==> src/rtl/idle_seq_pkg.sv <==
package idle_seq_pkg;

  typedef enum logic [3:0] {
    PH_ACTIVE,
    PH_SAVE,
    PH_CACHE,
    PH_CLK,
    PH_BUS,
    PH_IDLE,
    PH_XCLK,
    PH_XBUS,
    PH_XREST,
    PH_XRESTART
  } phase_e;

  // Steps that hold until a partner acknowledges.
  function automatic logic needs_ack(phase_e p);
    return p inside {PH_SAVE, PH_CLK, PH_BUS, PH_XCLK, PH_XBUS, PH_XREST};
  endfunction

  function automatic logic is_entry(phase_e p);
    return p inside {PH_SAVE, PH_CACHE, PH_CLK, PH_BUS};
  endfunction

endpackage

==> src/rtl/idle_seq_watch.sv <==
module idle_seq_watch #(
  parameter int LIMIT = 1024
) (
  input  logic clk,
  input  logic rst_n,
  input  logic clear,
  input  logic run,
  input  logic flag_clr,
  output logic flag
);
  localparam int CW = $clog2(LIMIT + 1);
  localparam logic [CW-1:0] LIM = CW'(LIMIT);

  logic [CW-1:0] cnt;

  function automatic logic reaches(logic [CW-1:0] c);
    return (c + CW'(1)) == LIM;
  endfunction

  logic hit;
  assign hit = run && !clear && reaches(cnt);

  always_ff @(posedge clk) begin
    if (!rst_n) begin
      cnt  <= '0;
      flag <= 1'b0;
    end else begin
      if (clear)                 cnt <= '0;
      else if (run && cnt < LIM) cnt <= cnt + CW'(1);
      if (flag_clr)  flag <= 1'b0;
      else if (hit)  flag <= 1'b1;
    end
  end

  // the counter never runs past its limit
  assert_cnt_bound_R9: assert property (@(posedge clk) disable iff (!rst_n)
    cnt <= LIM);

  // the flag only rises after a counted cycle
  assert_flag_cause_R10: assert property (@(posedge clk) disable iff (!rst_n)
    $rose(flag) |-> $past(run));

endmodule

==> src/rtl/idle_seq_fsm.sv <==
module idle_seq_fsm
  import idle_seq_pkg::*;
#(
  parameter int LVL_W     = 3,
  parameter int DEEP_LVL  = 6,
  parameter int CACHE_LVL = 2,
  parameter int CLK_LVL   = 3,
  parameter int PLL_LVL   = 5
) (
  input  logic             clk,
  input  logic             rst_n,
  input  logic             req_valid,
  input  logic [LVL_W-1:0] req_level,
  input  logic             wake,
  input  logic             save_ack,
  input  logic             restore_ack,
  input  logic             clk_ack,
  input  logic             bus_ack,
  output phase_e           phase_o,
  output logic [LVL_W-1:0] lvl_o,
  output logic             accept_o,
  output logic             step_change_o,
  output logic             ack_wait_o,
  output logic             wake_start_o,
  output logic             wake_run_o,
  output logic             clk_off_o,
  output logic             pll_off_o,
  output logic             cache_off_o,
  output logic             bus_off_o
);
  localparam logic [LVL_W-1:0] L_DEEP  = LVL_W'(DEEP_LVL);
  localparam logic [LVL_W-1:0] L_CACHE = LVL_W'(CACHE_LVL);
  localparam logic [LVL_W-1:0] L_CLK   = LVL_W'(CLK_LVL);
  localparam logic [LVL_W-1:0] L_PLL   = LVL_W'(PLL_LVL);

  phase_e           phase, nxt;
  logic [LVL_W-1:0] lvl;
  logic             clk_off, pll_off, cache_off, bus_off, saved, wake_act;
  logic             ack_ok, level_ok, accept, wake_start, step_change;

  // Next entry step after cur for target level lv.
  function automatic phase_e entry_next(phase_e cur, logic [LVL_W-1:0] lv);
    logic pre_cache, pre_clk, pre_bus;
    pre_cache = (cur == PH_ACTIVE) || (cur == PH_SAVE);
    pre_clk   = pre_cache || (cur == PH_CACHE);
    pre_bus   = pre_clk || (cur == PH_CLK);
    if (cur == PH_ACTIVE && lv == L_DEEP) return PH_SAVE;
    if (pre_cache && lv >= L_CACHE)       return PH_CACHE;
    if (pre_clk && lv >= L_CLK)           return PH_CLK;
    if (pre_bus && lv == L_DEEP)          return PH_BUS;
    return PH_IDLE;
  endfunction

  // First undo step still outstanding.
  function automatic phase_e exit_from(logic c_off, logic b_off, logic sv);
    if (c_off) return PH_XCLK;
    if (b_off) return PH_XBUS;
    if (sv)    return PH_XREST;
    return PH_XRESTART;
  endfunction

  always_comb begin
    unique case (phase)
      PH_SAVE:           ack_ok = save_ack;
      PH_CLK, PH_XCLK:   ack_ok = clk_ack;
      PH_BUS, PH_XBUS:   ack_ok = bus_ack;
      PH_XREST:          ack_ok = restore_ack;
      default:           ack_ok = 1'b1;
    endcase
  end

  assign level_ok   = (req_level != '0) && (req_level <= L_DEEP);
  assign accept     = (phase == PH_ACTIVE) && req_valid && level_ok;
  assign wake_start = wake && !wake_act && (is_entry(phase) || phase == PH_IDLE);

  always_comb begin
    nxt = phase;
    unique case (phase)
      PH_ACTIVE:   if (accept) nxt = entry_next(PH_ACTIVE, req_level);
      PH_SAVE, PH_CACHE, PH_CLK, PH_BUS:
        if (ack_ok) nxt = (wake || wake_act) ? exit_from(clk_off, bus_off, saved)
                                             : entry_next(phase, lvl);
      PH_IDLE:     if (wake) nxt = exit_from(clk_off, bus_off, saved);
      PH_XCLK, PH_XBUS, PH_XREST:
        if (ack_ok) nxt = exit_from(clk_off, bus_off, saved);
      PH_XRESTART: nxt = PH_ACTIVE;
      default:     nxt = PH_ACTIVE;
    endcase
  end

  assign step_change = (nxt != phase);

  always_ff @(posedge clk) begin
    if (!rst_n) begin
      phase     <= PH_ACTIVE;
      lvl       <= '0;
      clk_off   <= 1'b0;
      pll_off   <= 1'b0;
      cache_off <= 1'b0;
      bus_off   <= 1'b0;
      saved     <= 1'b0;
      wake_act  <= 1'b0;
    end else begin
      phase <= nxt;
      if (accept) lvl <= req_level;
      if (wake_start)                  wake_act <= 1'b1;
      else if (phase == PH_XRESTART)   wake_act <= 1'b0;
      // Resource flags change on the edge that enters a step.
      if (step_change) begin
        unique case (nxt)
          PH_SAVE:   saved     <= 1'b1;
          PH_CACHE:  cache_off <= 1'b1;
          PH_CLK: begin
            clk_off <= 1'b1;
            pll_off <= (lvl >= L_PLL);
          end
          PH_BUS:    bus_off   <= 1'b1;
          PH_XCLK: begin
            clk_off <= 1'b0;
            pll_off <= 1'b0;
          end
          PH_XBUS:   bus_off   <= 1'b0;
          PH_XREST:  saved     <= 1'b0;
          PH_ACTIVE: cache_off <= 1'b0;
          default: ;
        endcase
      end
    end
  end

  assign phase_o       = phase;
  assign lvl_o         = lvl;
  assign accept_o      = accept;
  assign step_change_o = step_change;
  assign ack_wait_o    = needs_ack(phase) && !ack_ok;
  assign wake_start_o  = wake_start;
  assign wake_run_o    = wake_act && (phase != PH_XRESTART);
  assign clk_off_o     = clk_off;
  assign pll_off_o     = pll_off;
  assign cache_off_o   = cache_off;
  assign bus_off_o     = bus_off;

  // in C0 every resource is back on and nothing is saved
  assert_active_full_R3: assert property (@(posedge clk) disable iff (!rst_n)
    (phase == PH_ACTIVE) |-> (!clk_off && !pll_off && !bus_off && !cache_off && !saved));

  // the bus goes down only after the clock has stopped
  assert_bus_after_clk_R4: assert property (@(posedge clk) disable iff (!rst_n)
    $rose(bus_off) |-> clk_off);

  // at the deepest level the state is saved before the clock stops
  assert_save_first_R4: assert property (@(posedge clk) disable iff (!rst_n)
    ($rose(clk_off) && lvl == L_DEEP) |-> saved);

  // the bus comes back only after the clock has restarted
  assert_clk_before_bus_R5: assert property (@(posedge clk) disable iff (!rst_n)
    $fell(bus_off) |-> !clk_off);

  // the restore runs with clocks and bus up
  assert_restore_up_R5: assert property (@(posedge clk) disable iff (!rst_n)
    (phase == PH_XREST) |-> (!clk_off && !bus_off));

  // the level is frozen outside C0
  assert_lvl_hold_R2: assert property (@(posedge clk) disable iff (!rst_n)
    (phase != PH_ACTIVE) |=> $stable(lvl));

  // cache power returns only on leaving the restart step
  assert_cache_back_R8: assert property (@(posedge clk) disable iff (!rst_n)
    $fell(cache_off) |-> $past(phase == PH_XRESTART));

endmodule

==> src/rtl/idle_seq.sv <==
module idle_seq
  import idle_seq_pkg::*;
#(
  parameter int LVL_W       = 3,
  parameter int DEEP_LVL    = 6,
  parameter int CACHE_LVL   = 2,
  parameter int CLK_LVL     = 3,
  parameter int PLL_LVL     = 5,
  parameter int WAKE_BUDGET = 10000,
  parameter int STEP_LIMIT  = 1024
) (
  input  logic             clk,
  input  logic             rst_n,
  input  logic             req_valid,
  input  logic [LVL_W-1:0] req_level,
  input  logic             wake,
  input  logic             save_ack,
  input  logic             restore_ack,
  input  logic             clk_ack,
  input  logic             bus_ack,
  output logic             core_clk_en,
  output logic             pll_en,
  output logic             cache_pwr_en,
  output logic             bus_en,
  output logic             save_req,
  output logic             restore_req,
  output logic             pipe_restart,
  output logic             cache_inval,
  output logic [LVL_W-1:0] cstate,
  output logic             busy,
  output logic             ack_timeout,
  output logic             wake_late
);
  phase_e           phase;
  logic [LVL_W-1:0] lvl;
  logic accept, step_change, ack_wait, wake_start, wake_run;
  logic clk_off, pll_off, cache_off, bus_off;

  idle_seq_fsm #(
    .LVL_W(LVL_W), .DEEP_LVL(DEEP_LVL), .CACHE_LVL(CACHE_LVL),
    .CLK_LVL(CLK_LVL), .PLL_LVL(PLL_LVL)
  ) u_fsm (
    .clk(clk), .rst_n(rst_n), .req_valid(req_valid), .req_level(req_level),
    .wake(wake), .save_ack(save_ack), .restore_ack(restore_ack),
    .clk_ack(clk_ack), .bus_ack(bus_ack),
    .phase_o(phase), .lvl_o(lvl), .accept_o(accept),
    .step_change_o(step_change), .ack_wait_o(ack_wait),
    .wake_start_o(wake_start), .wake_run_o(wake_run),
    .clk_off_o(clk_off), .pll_off_o(pll_off),
    .cache_off_o(cache_off), .bus_off_o(bus_off)
  );

  // Per-step acknowledge watch
  idle_seq_watch #(.LIMIT(STEP_LIMIT)) u_step_watch (
    .clk(clk), .rst_n(rst_n), .clear(step_change), .run(ack_wait),
    .flag_clr(accept), .flag(ack_timeout)
  );

  // Wake-to-C0 budget watch
  idle_seq_watch #(.LIMIT(WAKE_BUDGET)) u_wake_watch (
    .clk(clk), .rst_n(rst_n), .clear(wake_start), .run(wake_run),
    .flag_clr(accept), .flag(wake_late)
  );

  assign core_clk_en  = !clk_off;
  assign pll_en       = !pll_off;
  assign cache_pwr_en = !cache_off;
  assign bus_en       = !bus_off;
  assign save_req     = (phase == PH_SAVE);
  assign restore_req  = (phase == PH_XREST);
  assign pipe_restart = (phase == PH_XRESTART);
  assign cache_inval  = pipe_restart && cache_off;
  assign cstate       = (phase == PH_ACTIVE) ? '0 : lvl;
  assign busy         = (phase != PH_ACTIVE) && (phase != PH_IDLE);

endmodule

==> config.mk <==
export PLATFORM = sky130hd
export DESIGN_NAME = idle_seq
export DESIGN_NICKNAME = d
export VERILOG_FILES = /design/src/rtl/idle_seq_pkg.sv /design/src/rtl/idle_seq_watch.sv /design/src/rtl/idle_seq_fsm.sv /design/src/rtl/idle_seq.sv
export SDC_FILE = /design/constraint.sdc
export NUM_CORES = 1
export LEC_CHECK = 0
export ABC_AREA = 1
export BUFFER_PORTS_ARGS = -buffer_cell sky130_fd_sc_hd__buf_4
export CORE_ASPECT_RATIO = 0.6
export CORE_MARGIN = 2
export CORE_UTILIZATION = 30
export DETAILED_ROUTE_END_ITERATION = 8
export GPL_ROUTABILITY_DRIVEN = 0
export SYNTH_ARGS = -nofsm -noshare
export SYNTH_HDL_FRONTEND = slang
export SYNTH_HIERARCHICAL = 1
export SYNTH_SLANG_ARGS = --single-unit
==> constraint.sdc <==
create_clock -name clk -period 2.2 [get_ports clk]
set_clock_uncertainty 0.15 [all_clocks]
set_input_delay 0.22 -clock clk [delete_from_list [all_inputs] [get_ports clk]]
set_output_delay 0.22 -clock clk [all_outputs]
set_load 0.02 [all_outputs]
After elaboration in Yosys (flattened, before gate mapping)
Index checks and enable logic that the tools add are counted.

word-level totals
  register bits = 40
  bits of input ports = 11
  output and inout port bits = 14

cells by class
  add/sub/neg operators = 2
  magnitude comparators = 8
  equal/unequal tests = 23
  mux-type cells = 107
  bitwise gates (word level) = 1
  reduce and logical (&&, ||, !) cells = 54

operators by type and width
  operator                                             number
  two-way mux 4 bit                                    33
  two-way mux 1 bit                                    66
  == test 4 x 3 -> 1 bit, second input constant        7
  logical AND 1 bit                                    19
  == test 4 x 2 -> 1 bit, second input constant        4
  case mux 4 bit (4 select lines)                      1
  adder 14 x 1 -> 14 bit, second input constant        1
  == test 14 bit, second input constant                1
  < comparator 14 bit, second input constant           1
  == test 4 bit, second input constant                 3
  >= comparator 3 x 2 -> 1 bit, second input constant  4
  adder 11 x 1 -> 11 bit, second input constant        1
  == test 11 bit, second input constant                1
  < comparator 11 bit, second input constant           1
  case mux 1 bit (2 select lines)                      5
  nonzero test 2 bit                                   5
  OR reduction 2 bit                                   5
  == test 4 x 1 -> 1 bit, second input constant        2
  zero test 1 bit                                      8
  zero test 4 bit                                      2
  AND reduction 2 bit                                  4
  nonzero test 4 bit                                   2
  == test 3 bit, second input constant                 2
  nonzero test 6 bit                                   1
  other kinds (12)                                     16

Logic depth before layout (Yosys ltp)
  depth in word-level cells = 28
  gate-level depth with buffers = 22
  mapped depth without buffers = 22

Cells and area by module
The synthesis kept the hierarchy.

modules (own cells, without submodules)
  module                          instances  cells an instance  area an instance (um2)
  idle_seq_fsm                    1          195                1206.2
  idle_seq_watch at u_wake_watch  1          156                958.4
  idle_seq_watch at u_step_watch  1          119                775.7
  idle_seq                        1          28                 113.9

Worst setup path after synthesis
OpenSTA, ideal clock, no wires.

  path type = flip-flop to flip-flop
  start point = register u_fsm.phase[2], in the netlist u_fsm/phase_o[2]
  end point = register u_step_watch.flag
  data arrival time = 2.169 ns
  path slack = -0.185 ns
  cell stages (with the launch flop) = 23
  buffers on the path = 0
  clock period less this slack = 2.385 ns
  cells stage by stage = dfxtp_1 inv_2 nor2_2 nand2_2 nand2_2 nand2_4 nand4_4 inv_2 nand2_1 nand2_1 nand2_2 nand2_2 nand2_1 nand2_2 nor2_4 nand2_4 inv_1 nand3_1 nor2_1 nand2_1 nor2_2 nand3_2 a21oi_2

between the ends
  elaborated cells between the ends (all ways) = 62
  classes of those cells = 9 x eq/ne; 32 x mux; 21 x reduce/logical

RTL lines
  what                                                                     RTL line                                source
  start: declaration                                                       idle_seq_fsm.sv:36                      phase_e phase, nxt;
  start signal: assignment                                                 idle_seq_fsm.sv:104                     phase <= nxt;
  == test 4 x 3 -> 1 bit / == test 4 x 2 -> 1 bit (equally long branches)  idle_seq_pkg.sv:18, idle_seq_fsm.sv:63
  OR reduction 2 bit                                                       idle_seq_fsm.sv:63                      unique case (phase)
  case mux 1 bit (4 select lines)                                          idle_seq_fsm.sv:63
  zero test 1 bit                                                          idle_seq_fsm.sv:135                     assign ack_wait_o = needs_ack(phase) && !ack_ok;
  logical AND 1 bit (*)                                                    idle_seq_fsm.sv:135
  net ack_wait                                                             idle_seq.sv:36                          logic accept, step_change, ack_wait, wake_start, wake_run;
  logical AND 1 bit (*) (2 in a row)                                       idle_seq_watch.sv:21                    assign hit = run && !clear && reaches(cnt);
  end signal: assignment                                                   idle_seq_watch.sv:26                    flag <= 1'b0;
  end signal: assignment                                                   idle_seq_watch.sv:30                    if (flag_clr) flag <= 1'b0;
  end signal: assignment                                                   idle_seq_watch.sv:31                    else if (hit) flag <= 1'b1;
  end: declaration                                                         idle_seq_watch.sv:9                     output logic flag

Mark *: on every way through the listed nets, which the timed path passes. The rest lies on a longest branch. The select of a mux whose other input is x is not followed.
A chain may end at the register's enable or synchronous reset.

Worst setup path in the final report
  start point = register u_fsm.phase[2], in the netlist u_fsm/phase_o[2]
  end point = register u_step_watch.flag

between the ends
  cells in the longest elaborated chain, start to end = 22
  elaborated cells between the ends (all ways) = 62
  classes of those cells = 9 x eq/ne; 32 x mux; 21 x reduce/logical

RTL lines
  what                                                              RTL line              source
  == test 4 x 1 -> 1 bit / zero test 4 bit (equally long branches)  --
  logical OR 1 bit                                                  idle_seq_fsm.sv:44    pre_cache = (cur == PH_ACTIVE) || (cur == PH_SAVE);
  logical OR 1 bit                                                  idle_seq_fsm.sv:45    pre_clk = pre_cache || (cur == PH_CACHE);
  logical OR 1 bit                                                  idle_seq_fsm.sv:46    pre_bus = pre_clk || (cur == PH_CLK);
  logical AND 1 bit                                                 idle_seq_fsm.sv:50    if (pre_bus && lv == L_DEEP) return PH_BUS;
  two-way mux 1 bit (2 in a row)                                    idle_seq_fsm.sv:50
  two-way mux 1 bit                                                 idle_seq_fsm.sv:49    if (pre_clk && lv >= L_CLK) return PH_CLK;
  two-way mux 1 bit                                                 idle_seq_fsm.sv:48    if (pre_cache && lv >= L_CACHE) return PH_CACHE;
  [... 4 more ...]                                                  --
  two-way mux 4 bit                                                 idle_seq_fsm.sv:49
  two-way mux 4 bit                                                 idle_seq_fsm.sv:48
  two-way mux 4 bit (2 in a row)                                    idle_seq_fsm.sv:81    if (ack_ok) nxt = (wake || wake_act) ? exit_from(clk_off, bus_off, saved)
  case mux 4 bit (4 select lines)                                   idle_seq_fsm.sv:78    unique case (phase)
  != test 4 bit (*)                                                 idle_seq_fsm.sv:91    assign step_change = (nxt != phase);
  net step_change                                                   idle_seq.sv:36
  zero test 1 bit (*)                                               idle_seq_watch.sv:21
  logical AND 1 bit (*) (2 in a row)                                idle_seq_watch.sv:21

Marks and branches as above.

==> flow_metrics.tcl <==
set metrics [dict create \
    synth_flop_cell "dfxtp_1" \
    post-route-period-util 1.09 \
    crit_buf_inv 4 \
    grt_max_degree 15 \
    fin_setup_tns_ps -2090 \
    syn_nets 511 \
    drv_slew 0 \
    port_buffers 24 \
    power_mw 5.68 \
    wl_per_cell_um 12.6 \
    ctsHoldBuffers 0 \
    synth_area_leaders "dfxtp_1 26%, nand2_1 15%, inv_1 9.5%" \
    end_kind "register" \
    period_needed_ps 2410 \
    drt_first_pass_iters 5 \
    final_cells 713 \
    grt_usage 0.170 \
    endpoint "u_step_watch/flag" \
    max_slew_margin 0.754 \
    cts.clk_slew.worst_paths_ps 70 \
    cp.depth 21 \
    htreeDepth 2 \
    r2r-end "u_step_watch/flag" \
    synthArstFlopShare 0 \
    worstHoldStart "req_level[1]" \
    grt_pass1_wl_um 14700 \
    grt_pass1_vias 3002 \
    worstHoldPathType "in2reg" \
    pwr_density_cell_nw_per_um2 1360 \
    r2r_slack_ps -210 \
    drtAntennaViolNets 0 \
    max_freq_ghz 0.416 \
    critPathLaunchType "register" \
    cts_buffers 5 \
    synthCells 498 \
    antenna_cells 0 \
    drv_cap 0 \
    cts_root_buffer "clkbuf_16" \
    crit_family "simple AND/OR/NAND/NOR gates" \
    core_area_sq_um 9880 \
    fp.dieH_um 82.2 \
    setup_viol 16 \
    io_pins 25 \
    final_util 0.424 \
    clock_latency_ps 290 \
    syn_to_final_growth_pct 37.2 \
    hold_violations 0 \
    ys_types 36 \
    rows 28 \
    vias_per_cell 4.69 \
    gr-total-overflow 0 \
    dp_hpwl_um 7180 \
    fillerInstances 1004 \
    fp.dieW_um 134 \
    outcome "finished, violations left" \
    reg2regPathDepth 21 \
    critPathLaunch "u_fsm/phase_o[2]" \
    peakVddDrop_v 0.000635 \
    layout_common_cells "106 x nand2_1, 76 x buf_4, 73 x inv_1" \
    timing_worst_setup_path_type "reg2reg" \
    cpPeakStageDelay_ps 380 \
    dp_cells 698 \
    crit_slowest_cell "dfxtp_4" \
    initial_core_util 0.309 \
    worst_slack_ps -207 \
    ys_ff_latch 40 \
    nets 590 \
    yosysTopAreaCellShare 0.262 \
    cp.required_ps 2280 \
    r2r_start "u_fsm/phase_o[2]" \
    grt_setup_unrepaired "true" \
    ys_warn_count 6 \
    path_cells "nor2_4, inv_2, nor2_4, nand2_1, nand2_2, inv_2, a21oi_2, nand2_1, nand3_2, nand3_4, nand2_1, inv_2, nor2_4, nand2_4, inv_4, nand3_1, nor2_1, nand2_1, nor2_2, nand3_2, a21oi_2" \
    violations "negative setup slack" \
    power_leakage_nw 1.95 \
    antenna_found_initial 0 \
    drc 0 \
    seq_area_frac_synth 0.262 \
    layout_commonest_cell "nand2_1" \
    dieArea_sq_um 11000 \
    arrival_ps 2480 \
    cts.sinks 40 \
    cts_tree "yes" \
    netlist_area_sq_um 3050 \
    post-synth-top-area-cell "dfxtp_1" \
    drtIter0Drc 230 \
    worstMarginPinSlew_ps 368 \
    ctsLongestPathBuffers 2 \
    vias 3344 \
    syn_area_per_cell_sq_um 6.13 \
    crit_top_cell "nand2_1" \
    synth_edf_count 0 \
    crit_fanout 6 \
    drive_gt1_frac 0.362 \
    wirelength_um 8980 \
]
==> timing repair <==
action                     4_1_cts  5_1_grt
buffers inserted                 7        1
resized for setup               33       21
setup endpoints to repair       16       29
hold endpoints to repair         0        0
pin swaps                       18        9
==> per-layer routing <==
| layer | share of wire | wire (um) | GRT usage | vias up |
|---|---|---|---|---|
| met4 | 0.0082 | 74 | 0.0337 | 0 |
| met1 | 0.52 | 4700 | 0.254 | 1514 |
| li1 | - | - | - | 1722 |
| met2 | 0.39 | 3510 | 0.240 | 99 |
| met3 | 0.078 | 704 | 0.0470 | 9 |
| met5 | 0 | 0 | 0 | - |
==> sequential cells by signal, summed over array words and instances (netlist names) <==
| signal | flops |
|---|---|
| u_fsm/bus_off_o | 1 |
| u_fsm/phase_o | 4 |
| u_fsm/lvl_o | 3 |
| u_step_watch/cnt | 11 |
| u_step_watch/flag | 1 |
| u_wake_watch/cnt | 14 |
| u_fsm/cache_off_o | 1 |
| u_fsm/saved | 1 |
| u_fsm/pll_off_o | 1 |
| u_wake_watch/flag | 1 |
| u_fsm/clk_off_o | 1 |
| u_fsm/wake_act | 1 |
==> through the flow <==
| stage | setup WS [ps] | instance area (sq um) | hold slack, ps |
|---|---|---|---|
| after floorplan | -27.7 | 3110 | 193 |
| after global routing | -374 | 4190 | 64.2 |
| after detailed placement | -206 | 3780 | 301 |
| final | -207 | 4190 | 55.8 |
| after CTS | -200 | 4110 | 46.0 |
| after global placement | -150 | 3780 | 291 |
==> worst min path at each step <==
stage,slack [ps],endpoint,cells after the start
4_1_cts,50,u_fsm/lvl_o[1],3
2_1_floorplan,190,u_wake_watch/flag,2
6_report,60,u_fsm/lvl_o[1],3
3_3_place_gp,290,u_wake_watch/flag,2
3_5_place_dp,300,u_wake_watch/flag,2
5_1_grt,60,u_fsm/lvl_o[1],3
==> logic make-up after synthesis <==
family                   synth area share
buffers and inverters               0.128
AND/OR/NAND/NOR                     0.465
flip-flops                          0.262
XOR/XNOR                          0.00574
AO/OA/AOI/OAI                       0.131
adder cells (fa/ha/maj)           0.00819
==> tightest hold or removal path, stage by stage <==
cell	delay (ps)
buf_4	90
o21ai_0	80
nor2_1	70
==> Yosys cell counts, types with 3 or more instances <==
library cell and number:
a21oi_1 35, buf_4 3, dfxtp_1 40, inv_1 77, inv_2 15, nand2_1 120
nand2_2 22, nand3_1 34, nand3_2 11, nand3b_1 3, nand4_1 8, nor2_1 52
nor2_2 14, nor2_4 6, o21ai_0 19, o21ai_1 9, o21bai_1 3
==> layout make-up <==
| cell class | count | area [sq um] | area share |
|---|---|---|---|
| clock buffer | 5 | 125 | 0.0299 |
| clock inverter | 3 | 47.5 | 0.0113 |
| inverter | 94 | 374 | 0.0893 |
| multi-input combinational | 358 | 2070 | 0.493 |
| sequential | 40 | 816 | 0.195 |
| tap | 135 | 169 | 0.0403 |
| timing repair buffer | 78 | 593 | 0.142 |
==> where the power goes <==
part	total, mW	switching, mW	internal [mW]
registers	1.20	0.257	0.945
logic	3.62	2.15	1.47
clock network	0.861	0.322	0.539
total	5.68	2.72	2.96
(Power assumes the default switching activity.)
